[src/rtl/mesi_pkg.sv]
package mesi_pkg;

   typedef enum logic [1:0] {
      ST_I = 2'd0,
      ST_S = 2'd1,
      ST_E = 2'd2,
      ST_M = 2'd3
   } line_st_e;

   typedef enum logic [1:0] {
      OP_RD  = 2'd0,
      OP_WR  = 2'd1,
      OP_EV  = 2'd2,
      OP_NOP = 2'd3
   } cpu_op_e;

   typedef enum logic [1:0] {
      BC_NONE = 2'd0,
      BC_RD   = 2'd1,
      BC_RDX  = 2'd2,
      BC_UPG  = 2'd3
   } bus_cmd_e;

   typedef enum logic [1:0] {
      ACT_HIT = 2'd0,
      ACT_BUS = 2'd1,
      ACT_WB  = 2'd2
   } cpu_act_e;

   typedef enum logic [1:0] {
      FS_IDLE = 2'd0,
      FS_BUS  = 2'd1,
      FS_WB   = 2'd2
   } ctl_fsm_e;

   typedef struct packed {
      cpu_act_e act;
      line_st_e nxt;
      bus_cmd_e cmd;
   } cpu_dec_t;

endpackage

[src/rtl/mesi_cpu_decode.sv]
module mesi_cpu_decode
   import mesi_pkg::*;
(
   input  cpu_op_e  op,
   input  line_st_e cur,
   output cpu_dec_t dec
);

   always_comb begin
      dec.act = ACT_HIT;
      dec.nxt = cur;
      dec.cmd = BC_NONE;
      unique case (op)
         OP_RD: begin
            if (cur == ST_I) begin
               dec.act = ACT_BUS;
               dec.cmd = BC_RD;
            end
         end
         OP_WR: begin
            unique case (cur)
               ST_I: begin
                  dec.act = ACT_BUS;
                  dec.cmd = BC_RDX;
               end
               ST_S: begin
                  dec.act = ACT_BUS;
                  dec.cmd = BC_UPG;
               end
               default: dec.nxt = ST_M;
            endcase
         end
         OP_EV: begin
            if (cur == ST_M) dec.act = ACT_WB;
            else             dec.nxt = ST_I;
         end
         default: ;
      endcase
   end

endmodule

[src/rtl/mesi_snoop_resp.sv]
module mesi_snoop_resp
   import mesi_pkg::*;
(
   input  logic     valid,
   input  logic     write,
   input  line_st_e cur,
   output logic     upd,
   output line_st_e nxt,
   output logic     shared,
   output logic     flush
);

   logic hit;
   assign hit = valid && (cur != ST_I);

   always_comb begin
      upd    = 1'b0;
      nxt    = cur;
      shared = 1'b0;
      flush  = 1'b0;
      if (hit) begin
         upd   = 1'b1;
         flush = (cur == ST_M);
         if (write) begin
            nxt = ST_I;
         end else begin
            nxt    = ST_S;
            shared = 1'b1;
         end
      end
   end

endmodule

[src/rtl/mesi_line_array.sv]
module mesi_line_array
   import mesi_pkg::*;
#(
   parameter  int NUM_SETS = 8,
   localparam int SET_W    = $clog2(NUM_SETS)
) (
   input  logic                  clk,
   input  logic                  rst_n,
   input  logic [SET_W-1:0]      rd_a_set,
   output line_st_e              rd_a_st,
   input  logic [SET_W-1:0]      rd_b_set,
   output line_st_e              rd_b_st,
   input  logic                  snp_we,
   input  logic [SET_W-1:0]      snp_set,
   input  line_st_e              snp_st,
   input  logic                  cpu_we,
   input  logic [SET_W-1:0]      cpu_set,
   input  line_st_e              cpu_st,
   output logic [2*NUM_SETS-1:0] st_flat
);

   line_st_e st_q [NUM_SETS];

   for (genvar g = 0; g < NUM_SETS; g++) begin : g_line
      always_ff @(posedge clk) begin
         if (!rst_n) begin
            st_q[g] <= ST_I;
         end else if (cpu_we && (cpu_set == SET_W'(g))) begin
            st_q[g] <= cpu_st;
         end else if (snp_we && (snp_set == SET_W'(g))) begin
            st_q[g] <= snp_st;
         end
      end
      assign st_flat[2*g +: 2] = st_q[g];
   end

   assign rd_a_st = st_q[rd_a_set];
   assign rd_b_st = st_q[rd_b_set];

endmodule

[src/rtl/mesi_line_ctrl.sv]
module mesi_line_ctrl
   import mesi_pkg::*;
#(
   parameter  int NUM_SETS = 8,
   localparam int SET_W    = $clog2(NUM_SETS)
) (
   input  logic             clk,
   input  logic             rst_n,
   input  logic             cpu_valid,
   input  logic [1:0]       cpu_op,
   input  logic [SET_W-1:0] cpu_set,
   output logic             cpu_ready,
   output logic             cpu_done,
   output logic [1:0]       cpu_done_state,
   output logic [1:0]       line_state,
   output logic             bus_req_valid,
   output logic [1:0]       bus_req_cmd,
   output logic [SET_W-1:0] bus_req_set,
   input  logic             bus_done,
   input  logic             bus_shared_in,
   output logic             wb_req_valid,
   output logic [SET_W-1:0] wb_req_set,
   input  logic             wb_done,
   input  logic             snoop_valid,
   input  logic             snoop_write,
   input  logic [SET_W-1:0] snoop_set,
   output logic             snoop_shared,
   output logic             snoop_flush
);

   if (NUM_SETS < 2) begin : g_chk_min
      $error("mesi_line_ctrl: NUM_SETS must be at least 2");
   end
   if ((NUM_SETS & (NUM_SETS - 1)) != 0) begin : g_chk_pow2
      $error("mesi_line_ctrl: NUM_SETS must be a power of two");
   end

   line_st_e             cpu_cur, snp_cur, snp_nxt, wr_st, fill_st;
   logic                 snp_upd;
   cpu_dec_t             dec;
   logic [2*NUM_SETS-1:0] st_flat;

   ctl_fsm_e             fsm_q;
   logic [SET_W-1:0]     pend_set_q;
   bus_cmd_e             pend_cmd_q;
   logic                 done_q;
   line_st_e             done_st_q;

   logic                 collide, accept, bus_fin, wb_fin, wr_en, lost_line;
   logic [SET_W-1:0]     wr_set;

   mesi_line_array #(.NUM_SETS(NUM_SETS)) u_array (
      .clk      (clk),
      .rst_n    (rst_n),
      .rd_a_set (cpu_set),
      .rd_a_st  (cpu_cur),
      .rd_b_set (snoop_set),
      .rd_b_st  (snp_cur),
      .snp_we   (snp_upd),
      .snp_set  (snoop_set),
      .snp_st   (snp_nxt),
      .cpu_we   (wr_en),
      .cpu_set  (wr_set),
      .cpu_st   (wr_st),
      .st_flat  (st_flat)
   );

   mesi_snoop_resp u_snoop (
      .valid  (snoop_valid),
      .write  (snoop_write),
      .cur    (snp_cur),
      .upd    (snp_upd),
      .nxt    (snp_nxt),
      .shared (snoop_shared),
      .flush  (snoop_flush)
   );

   mesi_cpu_decode u_dec (
      .op  (cpu_op_e'(cpu_op)),
      .cur (cpu_cur),
      .dec (dec)
   );

   // A snoop to the requested set takes effect first; the local request waits.
   assign collide   = snoop_valid && (snoop_set == cpu_set);
   assign cpu_ready = (fsm_q == FS_IDLE) && !collide;
   assign accept    = cpu_valid && cpu_ready;

   assign bus_fin   = (fsm_q == FS_BUS) && bus_done;
   assign wb_fin    = (fsm_q == FS_WB)  && wb_done;
   assign fill_st   = (pend_cmd_q == BC_RD) ? (bus_shared_in ? ST_S : ST_E) : ST_M;

   assign wr_en     = (accept && (dec.act == ACT_HIT)) || bus_fin || wb_fin;
   assign wr_set    = accept ? cpu_set : pend_set_q;
   assign wr_st     = accept ? dec.nxt : (bus_fin ? fill_st : ST_I);

   // Pending upgrade whose Shared copy is being invalidated by another writer.
   assign lost_line = (fsm_q == FS_BUS) && (pend_cmd_q == BC_UPG) && snoop_valid
                      && snoop_write && (snoop_set == pend_set_q) && (snp_cur != ST_I);

   always_ff @(posedge clk) begin
      if (!rst_n) begin
         fsm_q      <= FS_IDLE;
         pend_set_q <= '0;
         pend_cmd_q <= BC_NONE;
         done_q     <= 1'b0;
         done_st_q  <= ST_I;
      end else begin
         done_q <= 1'b0;
         unique case (fsm_q)
            FS_IDLE: begin
               if (accept) begin
                  pend_set_q <= cpu_set;
                  unique case (dec.act)
                     ACT_BUS: begin
                        fsm_q      <= FS_BUS;
                        pend_cmd_q <= dec.cmd;
                     end
                     ACT_WB: fsm_q <= FS_WB;
                     default: begin
                        done_q    <= 1'b1;
                        done_st_q <= dec.nxt;
                     end
                  endcase
               end
            end
            FS_BUS: begin
               if (bus_fin) begin
                  fsm_q      <= FS_IDLE;
                  pend_cmd_q <= BC_NONE;
                  done_q     <= 1'b1;
                  done_st_q  <= fill_st;
               end else if (lost_line) begin
                  pend_cmd_q <= BC_RDX;
               end
            end
            FS_WB: begin
               if (wb_fin) begin
                  fsm_q     <= FS_IDLE;
                  done_q    <= 1'b1;
                  done_st_q <= ST_I;
               end
            end
            default: fsm_q <= FS_IDLE;
         endcase
      end
   end

   assign cpu_done       = done_q;
   assign cpu_done_state = done_st_q;
   assign line_state     = cpu_cur;
   assign bus_req_valid  = (fsm_q == FS_BUS);
   assign bus_req_cmd    = bus_req_valid ? pend_cmd_q : BC_NONE;
   assign bus_req_set    = pend_set_q;
   assign wb_req_valid   = (fsm_q == FS_WB);
   assign wb_req_set     = pend_set_q;

endmodule

[config.mk]
export PLATFORM = sky130hd
export DESIGN_NAME = mesi_line_ctrl
export DESIGN_NICKNAME = d
export VERILOG_FILES = /design/src/rtl/mesi_pkg.sv /design/src/rtl/mesi_cpu_decode.sv /design/src/rtl/mesi_snoop_resp.sv /design/src/rtl/mesi_line_array.sv /design/src/rtl/mesi_line_ctrl.sv
export SDC_FILE = /design/constraint.sdc
export NUM_CORES = 1
export LEC_CHECK = 0
export ABC_AREA = 1
export BUFFER_PORTS_ARGS = -buffer_cell sky130_fd_sc_hd__buf_4
export CAP_MARGIN = 20
export CORE_MARGIN = 3
export CORE_UTILIZATION = 53
export DETAILED_ROUTE_END_ITERATION = 12
export PLACE_DENSITY_LB_ADDON = 0.25
export SETUP_SLACK_MARGIN = 0.2
export SKIP_CTS_REPAIR_TIMING = 1
export SYNTH_ARGS = -nofsm -noshare
export SYNTH_HDL_FRONTEND = slang
export SYNTH_HIERARCHICAL = 1
export SYNTH_SLANG_ARGS = --single-unit
[constraint.sdc]
create_clock -name clk -period 2.4 [get_ports clk]
set_input_delay 0.24 -clock clk [delete_from_list [all_inputs] [get_ports clk]]
set_output_delay 0.24 -clock clk [all_outputs]
set_load 0.02 [all_outputs]
Word level (Yosys, flattened, before mapping)
Memories as Yosys holds them, arrays and structs flattened. Cells that the tools add are included.

Bits in registers: 10. Bits in writable memories: 16. Input bits: 16. Output and inout bits: 18. Word-level logic and storage cells: 214. Memories kept: 1.

Memories: u_array.st_q (depth 8, width 2, read ports 2, clocked after Yosys merged registers in 0, write ports 8, line mesi_line_array.sv:22) `line_st_e st_q [NUM_SETS];`.

Eq/ne operators: 34. Multiplexer cells: 113. Bitwise logic cells: 16. Reductions and logical operators: 45.

Operator list (number): 2-to-1 mux 2 bit (35); 2-to-1 mux 1 bit (68); logical AND 1 bit (28); equality test 3 bit, second input constant (8); case mux 2 bit (2 select lines) (5); case mux 2 bit (3 select lines) (3); OR 1 bit (16); equality test 2 bit, second input constant (6); equality test 3 x 2 -> 1 bit, second input constant (4); equality test 2 x 1 -> 1 bit, second input constant (5); logical NOT 2 bit (4); AND reduction 4 bit (2); equality test 3 x 1 -> 1 bit, second input constant (2); equality test 3 bit (2); logical NOT 3 bit (2); inequality test 2 x 1 -> 1 bit, second input constant (3); inequality test 3 x 1 -> 1 bit, second input constant (2); AND reduction 5 bit (1); inequality test 2 bit, second input constant (2); nonzero test 2 bit (2); OR reduction 2 bit (2); 2-to-1 mux 3 bit (1); case mux 1 bit (3 select lines) (1); nonzero test 3 bit (1); other kinds (2) (3).

Depth between registers and ports, before layout
Gate-level depths: netlist of run 1. An unclocked memory read counts as a cell.

Depth in word-level cells: 15. Mapped depth: 20. Gate-level depth less buffers: 19.

Cells and area by module
The synthesis of run 1 kept the hierarchy.

By module, submodules not included: mesi_line_array (times used 1, cells each 187, area an instance 1312.5 um^2, sequential area each 480.5 um^2); mesi_line_ctrl (times used 1, cells each 158, area an instance 979.7 um^2, sequential area each 200.2 um^2); mesi_cpu_decode (times used 1, cells each 23, area an instance 132.6 um^2, sequential area each 0.0 um^2); mesi_snoop_resp (times used 1, cells each 13, area an instance 57.6 um^2, sequential area each 0.0 um^2).

Least setup slack after synthesis of run 1
OpenSTA, ideal clock, no wires.

Kind: input to register. From: in cpu_set[0]. To: mem u_array/st_q[1][0] in the netlist's numbering, enable pin. Library setup time: 0.297 ns. Data arrival time: 2.226 ns. Data required time: 2.103 ns. Path slack: -0.123 ns. Stages: 17. Buffers on the path: 2. Cells stage by stage: buf_6 buf_6 o211ai_1 nand2_1 nand2_1 nand2_1 inv_1 nand2_1 a21oi_1 inv_1 ha_1 a31o_1 nand2_2 nor2_1 nor2_2 nand2_2 nand2_1.

RTL lines: start: declaration (line mesi_line_ctrl.sv:11) `input logic [SET_W-1:0] cpu_set,`; end: declaration (line mesi_line_array.sv:22).

==> metrics, run 1 <==
outcome=finished, violations left; failing checks=negative setup slack; Area Overhead vs Synth=28.53%; Slowest-stage cell, CP=edfxtp_1; Design Area, Final=roughly 0.0032 sq mm; total track usage=23.86%; critical path cell sequence=inv_2 -> nand2_2 -> o211ai_1 -> nand2_1 -> nand2_2 -> nand2_4 -> inv_4 -> nand3_4 -> a21oi_4 -> inv_2 -> ha_4 -> a31o_4 -> nand2_4 -> nor2_4 -> nor2_2 -> nand2_2 -> buf_6 -> o21ai_2; leading area contributor after synthesis=edfxtp_1; final hold slack=0.3475 ns; Slew Viols, Final=0; Die Area=~0.0055 sq mm; RSZ-0062 raised after global routing=yes; initial antenna violation count=0; First-pass DRT Iterations=5; vias in the first global route=2352; FMAX=between 400 and 500 MHz; Main synth FF type=edfxtp_1; Tcrit/Tclk final=103.0%; placed insts=467; Worst EP required=approximately 2.5 ns; initial core utilization=55.86%; Die Y=74.44 um; Cells after Synth=381; Yosys reg bits=26; pre-CTS setup slack=-0.1208 ns; hold path start=rst_n; hold path depth=3; Seq/Total Area, Yosys=a little over a quarter; Placer Congestion=1.021; number of synthesized flops with an enable pin=16; total power=between 2000 and 3000 uW; Synth area leaders=edfxtp_1 (19%), nand2_1 (16%), inv_1 (10%); root buf cell=clkbuf_8; count leader, synth=nand2_1; slack of the critical path=-0.07306 ns; pin count of the biggest net entering global routing=26; Worst setup EP type=flip-flop; yosys warns=6; hold path endpoint=pend_cmd_q[1]; H-tree level count=1; critical-path maximum fanout=4; CP arrival=2.59 ns; most frequent cells after synthesis=nand2_1 (104), inv_1 (67), nor2_1 (30), nand3_1 (25), edfxtp_1 (16); FF-to-FF Start=u_array/st_q[7][1]; slew margin rel.=67.19%; CORE AREA=0.004444 sq mm; share of the synthesized area in the top cell type=19.35%; Synth cell types=36; Residual DRC=0; post-route insts no fill=483; endpoint of the worst register-to-register path=u_array/st_q[6][1]; Worst-path clk slew=0.09 ns; max-cap violations=0; clock sink total=26; crit-path max cell delay=between 0.4 and 0.5 ns; DP Area=approximately 0.0029 sq mm; Synth Cell Area=around 0.0025 sq mm; grt ovf=0; Worst-Skew Late Latency=0.27 ns; global-route wire length before repair=10.31 mm; average cell area after synthesis=6.515 sq um; critical path's most frequent cell=nand2_2; CTS Buffer Depth=2; Buffers on Ports=33; Hold Vio Cnt, Final=0; Post-Route WL=7.146 mm; PwrDens=902.7 mW/mm^2; CTS tree=built; DRT antenna net count=0; ANT cells=0; VDD IR max=0.7800 mV; Final #Nets=approximately 460; final setup violating endpoints=11; Final Skew=0.002190 ns; critical path launch point type=flip-flop; row cnt=24; slew at the pin closest to its max-slew limit=0.4870 ns; wire per inst=~15 um; vias per inst=5.598; I/O pin count=34; HPWL Detailed=5.045 mm; net count after synthesis=408; R2R depth=18; DRT iter0 DRCs=175; share of cells above drive strength 1=33.64%; TritonCTS Buffers=3; Worst R2R Setup Slack=-0.07 ns; Die Wd=74.44 um; Min-Delay Path Class=in2reg; Async S/R FF share, synth=0%; CP Class=reg2reg; cell leakage power=0.001592 uW; min Tclk post-route=between 2 and 2.5 ns; Vias=about 2700
## registers in the layout, indices dropped and copies added, names as in the netlist
name	count
pend_cmd_q	2
u_array/st_q	16
fsm_q	2
cpu_done_state	2
cpu_done	1
bus_req_set	3
## metal layers
metal	wire length [um]	track usage, %	vias to the layer above
li1	-	-	1301
met1	2801	31.69	1238
met2	3456	40.20	134
met3	662	4.730	31
met4	226	5.336	0
met5	0	0	-
## through the flow
stage	util [%]	setup TNS, ns
after floorplan	-	0
after global placement	64.47	-0.8281
after detailed placement	64.47	-1.863
after CTS	65.48	-1.683
after global routing	71.79	-3.555
final	71.79	-0.3693
## how the worst max path moves through the flow
stage	end	start
global placement	u_array/st_q[7][1]	cpu_set[0]
global route	u_array/st_q[6][1]	u_array/st_q[7][1]
detailed placement	u_array/st_q[7][0]	cpu_set[0]
finish	u_array/st_q[6][1]	u_array/st_q[7][1]
floorplan	u_array/st_q[5][0]	cpu_set[0]
CTS	u_array/st_q[7][0]	u_array/st_q[7][0]
## where the power goes
group	switching (uW)	total (uW)	internal, uW
registers	71.5	655	584
logic	1230	1970	734
clock network	138	257	119
## cell usage in the layout, fill, tap and decap left out, types with 2 or more instances in the layout
cell / instances
ha_4: 2
inv_1: 62
nand4_1: 6
o211ai_1: 8
nor2_1: 24
inv_4: 3
a21oi_1: 11
nor2_4: 13
nand3_1: 22
nand2_1: 87
o21ai_1: 11
clkbuf_8: 3
edfxtp_1: 16
ha_1: 9
nand2_4: 8
a22oi_1: 2
o22ai_1: 2
buf_4: 57
dfxtp_1: 10
o21ai_2: 4
inv_2: 9
o21ai_0: 12
nor2_2: 8
nand3_2: 6
nand2_2: 21
buf_6: 2
nand3_4: 2
## worst max-delay path, delay by kind of cell (launching register included)
kind	cells	cell delay (ns)
buffers and inverters	4	0.36
adder cells (fa/ha/maj)	1	0.15
AND/OR/NAND/NOR	9	0.75
AO/OA/AOI/OAI	4	0.63
flip-flops	1	0.43
## cell type report
cell class                 count  area (sq um)
multi-input combinational    268          1664
fill                         356          1254
sequential                    26         680.7
timing repair buffer          59         450.4
inverter                      74         285.3
tap                           52         65.06
clock buffer                   4         45.04
## logic make-up after synthesis
kind of cell | count (synthesis) | share of synthesized area [%]
and+or+nand+nor | 201 | 37.75
buffers and inverters | 87 | 15.37
AOI/OAI and AO/OA | 56 | 13.91
DFF | 26 | 27.42
adders and majority gates | 11 | 5.544
No activity file was read; power rests on OpenSTA's default activity.
==> run 2, diff against run 1 <==
Settings changed: BUFFER_PORTS_ARGS -buffer_cell sky130_fd_sc_hd__buf_4 to default, CORE_UTILIZATION 53 to 50, DONT_BUFFER_PORTS from default to 1, RECOVER_POWER from default to 50.
==> metrics, run 2 (synthesis gave the netlist of run 1 again) <==
outcome=finished, violations left; failing checks=negative setup slack; HPWL Detailed=4.738 mm (-6.1%); Buffers on Ports=0 (-100%); Min-Delay Path Class=in2reg; Die Y=76.46 um (+2.7%); Area Overhead vs Synth=23.08%; Slew Viols, Final=0 (unchanged); FILL cells=433 (+22%); DRT antenna net count=0 (unchanged); clock sink total=26 (unchanged); slew margin rel.=59.99% (-7.2 points); Final #Nets=428 (-6.8%); R2R depth=15 (-3); First-pass DRT Iterations=5 (unchanged); Die Area=0.005846 sq mm (+5.5%); largest register by flop count=u_array/st_q; vias in the first global route=2170 (-7.7%); RSZ-0062 raised after global routing=yes; share of cells above drive strength 1=32.00% (-1.6 points); number of flip-flops in the largest register=16 (unchanged); DP Area=0.002629 sq mm (-8.3%); CORE AREA=0.004755 sq mm (+7.0%); Worst EP required=2.40 ns (-0.12 ns); TritonCTS Buffers=3 (unchanged); Residual DRC=0 (unchanged); initial antenna violation count=0 (unchanged); vias per inst=5.411 (-3.3%); Storage cell area=680.7 sq um (unchanged); Worst-Skew Late Latency=0.28 ns (about the same); FF-to-FF Start=u_array/st_q[4][1]; DRT iter0 DRCs=170 (-2.9%); critical path launch point type=flip-flop; Post-Route WL=7.017 mm (-1.8%); multi-input logic area=0.001752 sq mm (+5.3%); slack of the critical path=-0.09442 ns (-0.02136 ns); I/O pin count=34 (unchanged); CP Class=reg2reg; most frequent cells in the layout=nand2_1 (83), inv_1 (60), nand2_2 (26), nor2_1 (22), buf_4 (19); critical-path maximum fanout=5 (+1); final hold slack=0.06694 ns (-0.2806 ns); final setup violating endpoints=20 (+9); cell leakage power=0.001423 uW (-11%); ANT cells=0 (unchanged); Tcrit/Tclk final=103.9% (+0.89 points); Final Skew=0.002731 ns (+0.0005400 ns); Placer Congestion=0.9240 (-9.5%); post-route insts no fill=467 (-3.3%); VDD IR max=0.6763 mV (-13%); Die Wd=76.46 um (+2.7%); Vias=2527 (-6.5%); Design Area, Final=0.003055 sq mm (-4.2%); initial core utilization=52.21% (-3.6 points); Worst setup EP type=flip-flop; wire per inst=15.03 um (+1.6%); hold path depth=2 (-1); min Tclk post-route=2.494 ns (+0.02136 ns); H-tree level count=1 (unchanged); slew at the pin closest to its max-slew limit=0.6002 ns (+0.1132 ns); CTS Buffer Depth=2 (unchanged); CP Launch Point=u_array/st_q[4][1]; row cnt=25 (+4.2%); max-cap violations=0 (unchanged); placed insts=448 (-4.1%); Worst-path clk slew=0.10 ns (about the same); CP arrival=2.50 ns (-0.09 ns); root buf cell=clkbuf_8; PwrDens=938.0 mW/mm^2 (+3.9%); CTS tree=built; FMAX=400.9 MHz (-0.86%); grt ovf=0 (unchanged); hold path start=rst_n; global-route wire length before repair=10.11 mm (-1.9%); Hold Vio Cnt, Final=0 (unchanged); total track usage=20.80% (-3.1 points); most common cell after layout, fill and taps aside=nand2_1; pin count of the biggest net entering global routing=26 (unchanged)
-- run 2: cell type report --
class	count	share of cell area (%)
multi-input combinational	268	57.33
tap	67	2.744
timing repair buffer	28	6.757
sequential	26	22.28
clock buffer	4	1.474
inverter	74	9.419
-- run 2: stage by stage --
stage          power [uW]  setup WS [ns]  utilization (%)  TNS (ns)
6_report             2866       -0.09442            64.26    -1.054
5_1_grt              3072        -0.1771            64.26    -3.599
4_1_cts              2432       -0.04956            56.24   -0.5910
3_5_place_dp         2166       -0.03753            55.29   -0.3583
3_3_place_gp         2156       -0.02082            55.29  -0.06726
2_1_floorplan        1850        0.04176                -         0
-- run 2: critical path, stage by stage, from the launching register on --
cell,delay [ns]
edfxtp_1,0.43
o21ai_0,0.20
nand2_1,0.09
nand2_2,0.08
nand2_4,0.06
inv_2,0.07
nand2_1,0.09
a21oi_2,0.20
inv_2,0.08
ha_4,0.16
a31o_4,0.27
nand2_8,0.13
nor2_4,0.05
nor2_4,0.12
nand2_2,0.09
nand2_2,0.10
-- run 2: worst paths after layout --
path                        endpoint  slack, ns
hold / removal              cpu_done       0.07
setup / recovery  u_array/st_q[2][0]      -0.09
hold reg to reg             fsm_q[1]       0.60
setup reg to reg  u_array/st_q[2][0]      -0.09
-- run 2: metal layers --
| metal | global-route usage, % | up-vias | part of all wire (%) |
|---|---|---|---|
| li1 | - | 1238 | - |
| met3 | 3.901 | 17 | 7.7 |
| met4 | 5.435 | 0 | 1.3 |
| met5 | 0 | - | 0 |
| met1 | 29.53 | 1148 | 44 |
| met2 | 32.43 | 124 | 47 |
-- run 2: power breakdown --
part / leakage (uW) / switching, uW / internal (uW)
sequential: 0.000249 / 81.3 / 583
clock: 0.0000228 / 149 / 119
combinational: 0.00115 / 1250 / 686
total: 0.00142 / 1480 / 1390
==> run 3, diff against run 2 <==
Settings changed: GPL_TIMING_DRIVEN from default to 0, MAX_ROUTING_LAYER from default to met4.
==> metrics, run 3 (synthesis gave the netlist of run 1 again) <==
outcome=finished, violations left; failing checks=negative setup slack; clock sink total=26 (unchanged); Tcrit/Tclk final=105.5% (+1.6 points); DRT iter0 DRCs=113 (-34%); number of flip-flops in the largest register=16 (unchanged); max-cap violations=0 (unchanged); most common cell after layout, fill and taps aside=nand2_1; Die Area=0.005846 sq mm (unchanged); total track usage=20.49% (-0.32 points); Clock power frac=13.8% (+4.4 points); Gate power share=59.5% (-7.9 points); grt ovf=0 (unchanged); PwrDens=906.9 mW/mm^2 (-3.3%); Area Overhead vs Synth=16.23%; Min-Delay Path Class=in2reg; Worst-path clk slew=0.09 ns (about the same); H-tree level count=1 (unchanged); CP arrival=2.53 ns (+0.03 ns); HPWL Detailed=4.703 mm (-0.76%); FMAX=394.9 MHz (-1.5%); slack of the critical path=-0.1320 ns (-0.03757 ns); Worst-Skew Late Latency=0.27 ns (about the same); initial core utilization=52.21% (unchanged); share of cells above drive strength 1=26.85% (-5.1 points); sequential power share=26.7% (+3.5 points); CTS Buffer Depth=2 (unchanged); Final Skew=0.003509 ns (+0.0007785 ns); Post-Route WL=6.068 mm (-14%); initial antenna violation count=0 (unchanged); CORE AREA=0.004755 sq mm (unchanged); setup TNS=-1.590 ns (-0.5355 ns); I/O pin count=34 (unchanged); TritonCTS Buffers=3 (unchanged); Placer Congestion=0.8717 (-5.7%); CP Class=reg2reg; slew margin rel.=70.17% (+10 points); ANT cells=0 (unchanged); final setup violating endpoints=23 (+15%); largest register by flop count=u_array/st_q; pin count of the biggest net entering global routing=16 (-38%); cell leakage power=0.001373 uW (-3.5%); min Tclk post-route=2.532 ns (+0.03757 ns); First-pass DRT Iterations=4 (-1); VDD IR max=0.6681 mV (-1.2%); Worst setup EP type=flip-flop; Buffers on Ports=0 (unchanged); Residual DRC=0 (unchanged); row cnt=25 (unchanged); slew at the pin closest to its max-slew limit=0.4428 ns (-0.1574 ns); Final #Nets=419 (-2.1%); wire per inst=13.25 um (-12%); global-route wire length before repair=9.673 mm (-4.3%); Slew Viols, Final=0 (unchanged); sw power=1296 uW (-12%); root buf cell=clkbuf_8; most frequent cells in the layout=nand2_1 (86), inv_1 (62), nand2_2 (25), nor2_1 (24), nand3_1 (21); Hold Vio Cnt, Final=0 (unchanged); internal power=1321 uW (-4.9%); RSZ-0062 raised after global routing=yes; pre-CTS setup slack=-0.2458 ns (-0.2083 ns); CTS tree=built; Die Y=76.46 um (unchanged); switching part of the total=49.53% (-2.0 points); critical-path maximum fanout=4 (-1); vias in the first global route=2202 (+1.5%); DRT antenna net count=0 (unchanged); Die Wd=76.46 um (unchanged); vias per inst=5.159 (-4.7%); Worst EP required=2.40 ns (about the same); Vias=2363 (-6.5%); critical path launch point type=flip-flop
## run 3: routing by layer
metal / vias to the layer above / GRT usage [%] / share of wire [%]
met5: - / - / 0
met4: 0 / 6.159 / 1.8
met2: 59 / 34.62 / 47
li1: 1228 / - / -
met3: 15 / 2.955 / 4.5
met1: 1061 / 25.37 / 47
## run 3: power by group through the flow
| stage | registers [uW] | logic, uW | clock network [uW] |
|---|---|---|---|
| floorplan | 680 | 1170 | 0 |
| finish | 698 | 1560 | 362 |
| global route | 710 | 1740 | 376 |
| global placement | 706 | 1360 | 0 |
| detailed placement | 708 | 1380 | 0 |
| CTS | 698 | 1390 | 365 |
## run 3: worst paths after layout
check | startpoint | to | slack (ns) | cells past startpoint
hold / removal | cpu_set[2] | bus_req_set[2] | 0.24 | 4
hold reg to reg | pend_cmd_q[1] | pend_cmd_q[1] | 0.57 | 4
setup / recovery | u_array/st_q[6][1] | u_array/st_q[6][1] | -0.13 | 15
setup reg to reg | u_array/st_q[6][1] | u_array/st_q[6][1] | -0.13 | 15
## run 3: through the flow
stage	area [sq um]	power (uW)	utilization (%)	hold slack, ns	instances
detailed placement	2636	2087	55.45	0.5197	448
global placement	2636	2068	55.45	0.5132	448
floorplan	2552	1850	-	0.4783	381
finish	2885	2617	60.68	0.2440	458
CTS	2708	2452	56.95	0.2400	452
global route	2885	2827	60.68	0.2759	458
## run 3: layout make-up
class                   count  area (sq um)
clock inverters             1         30.03
plain buffers              13         93.84
well taps                  67         83.83
flip-flops and latches     26         680.7
multi-input cells         268          1623
clock buffers               3         41.29
repair buffers              6         52.55
fillers                   466          1869
inverters                  74         280.3
## run 3: worst max-delay path, cell delays in order, from the launching register on
cell and delay, ns:
edfxtp_1 0.39, o211ai_1 0.19, nand2_1 0.13, nand2_2 0.11, nand2_4 0.09, inv_2 0.10
nand3_2 0.10, a21oi_2 0.17, inv_2 0.07, ha_4 0.15, a31o_4 0.25, nand2_4 0.10
nor2_2 0.07, nor2_2 0.14, nand2_2 0.09, nand2_2 0.08
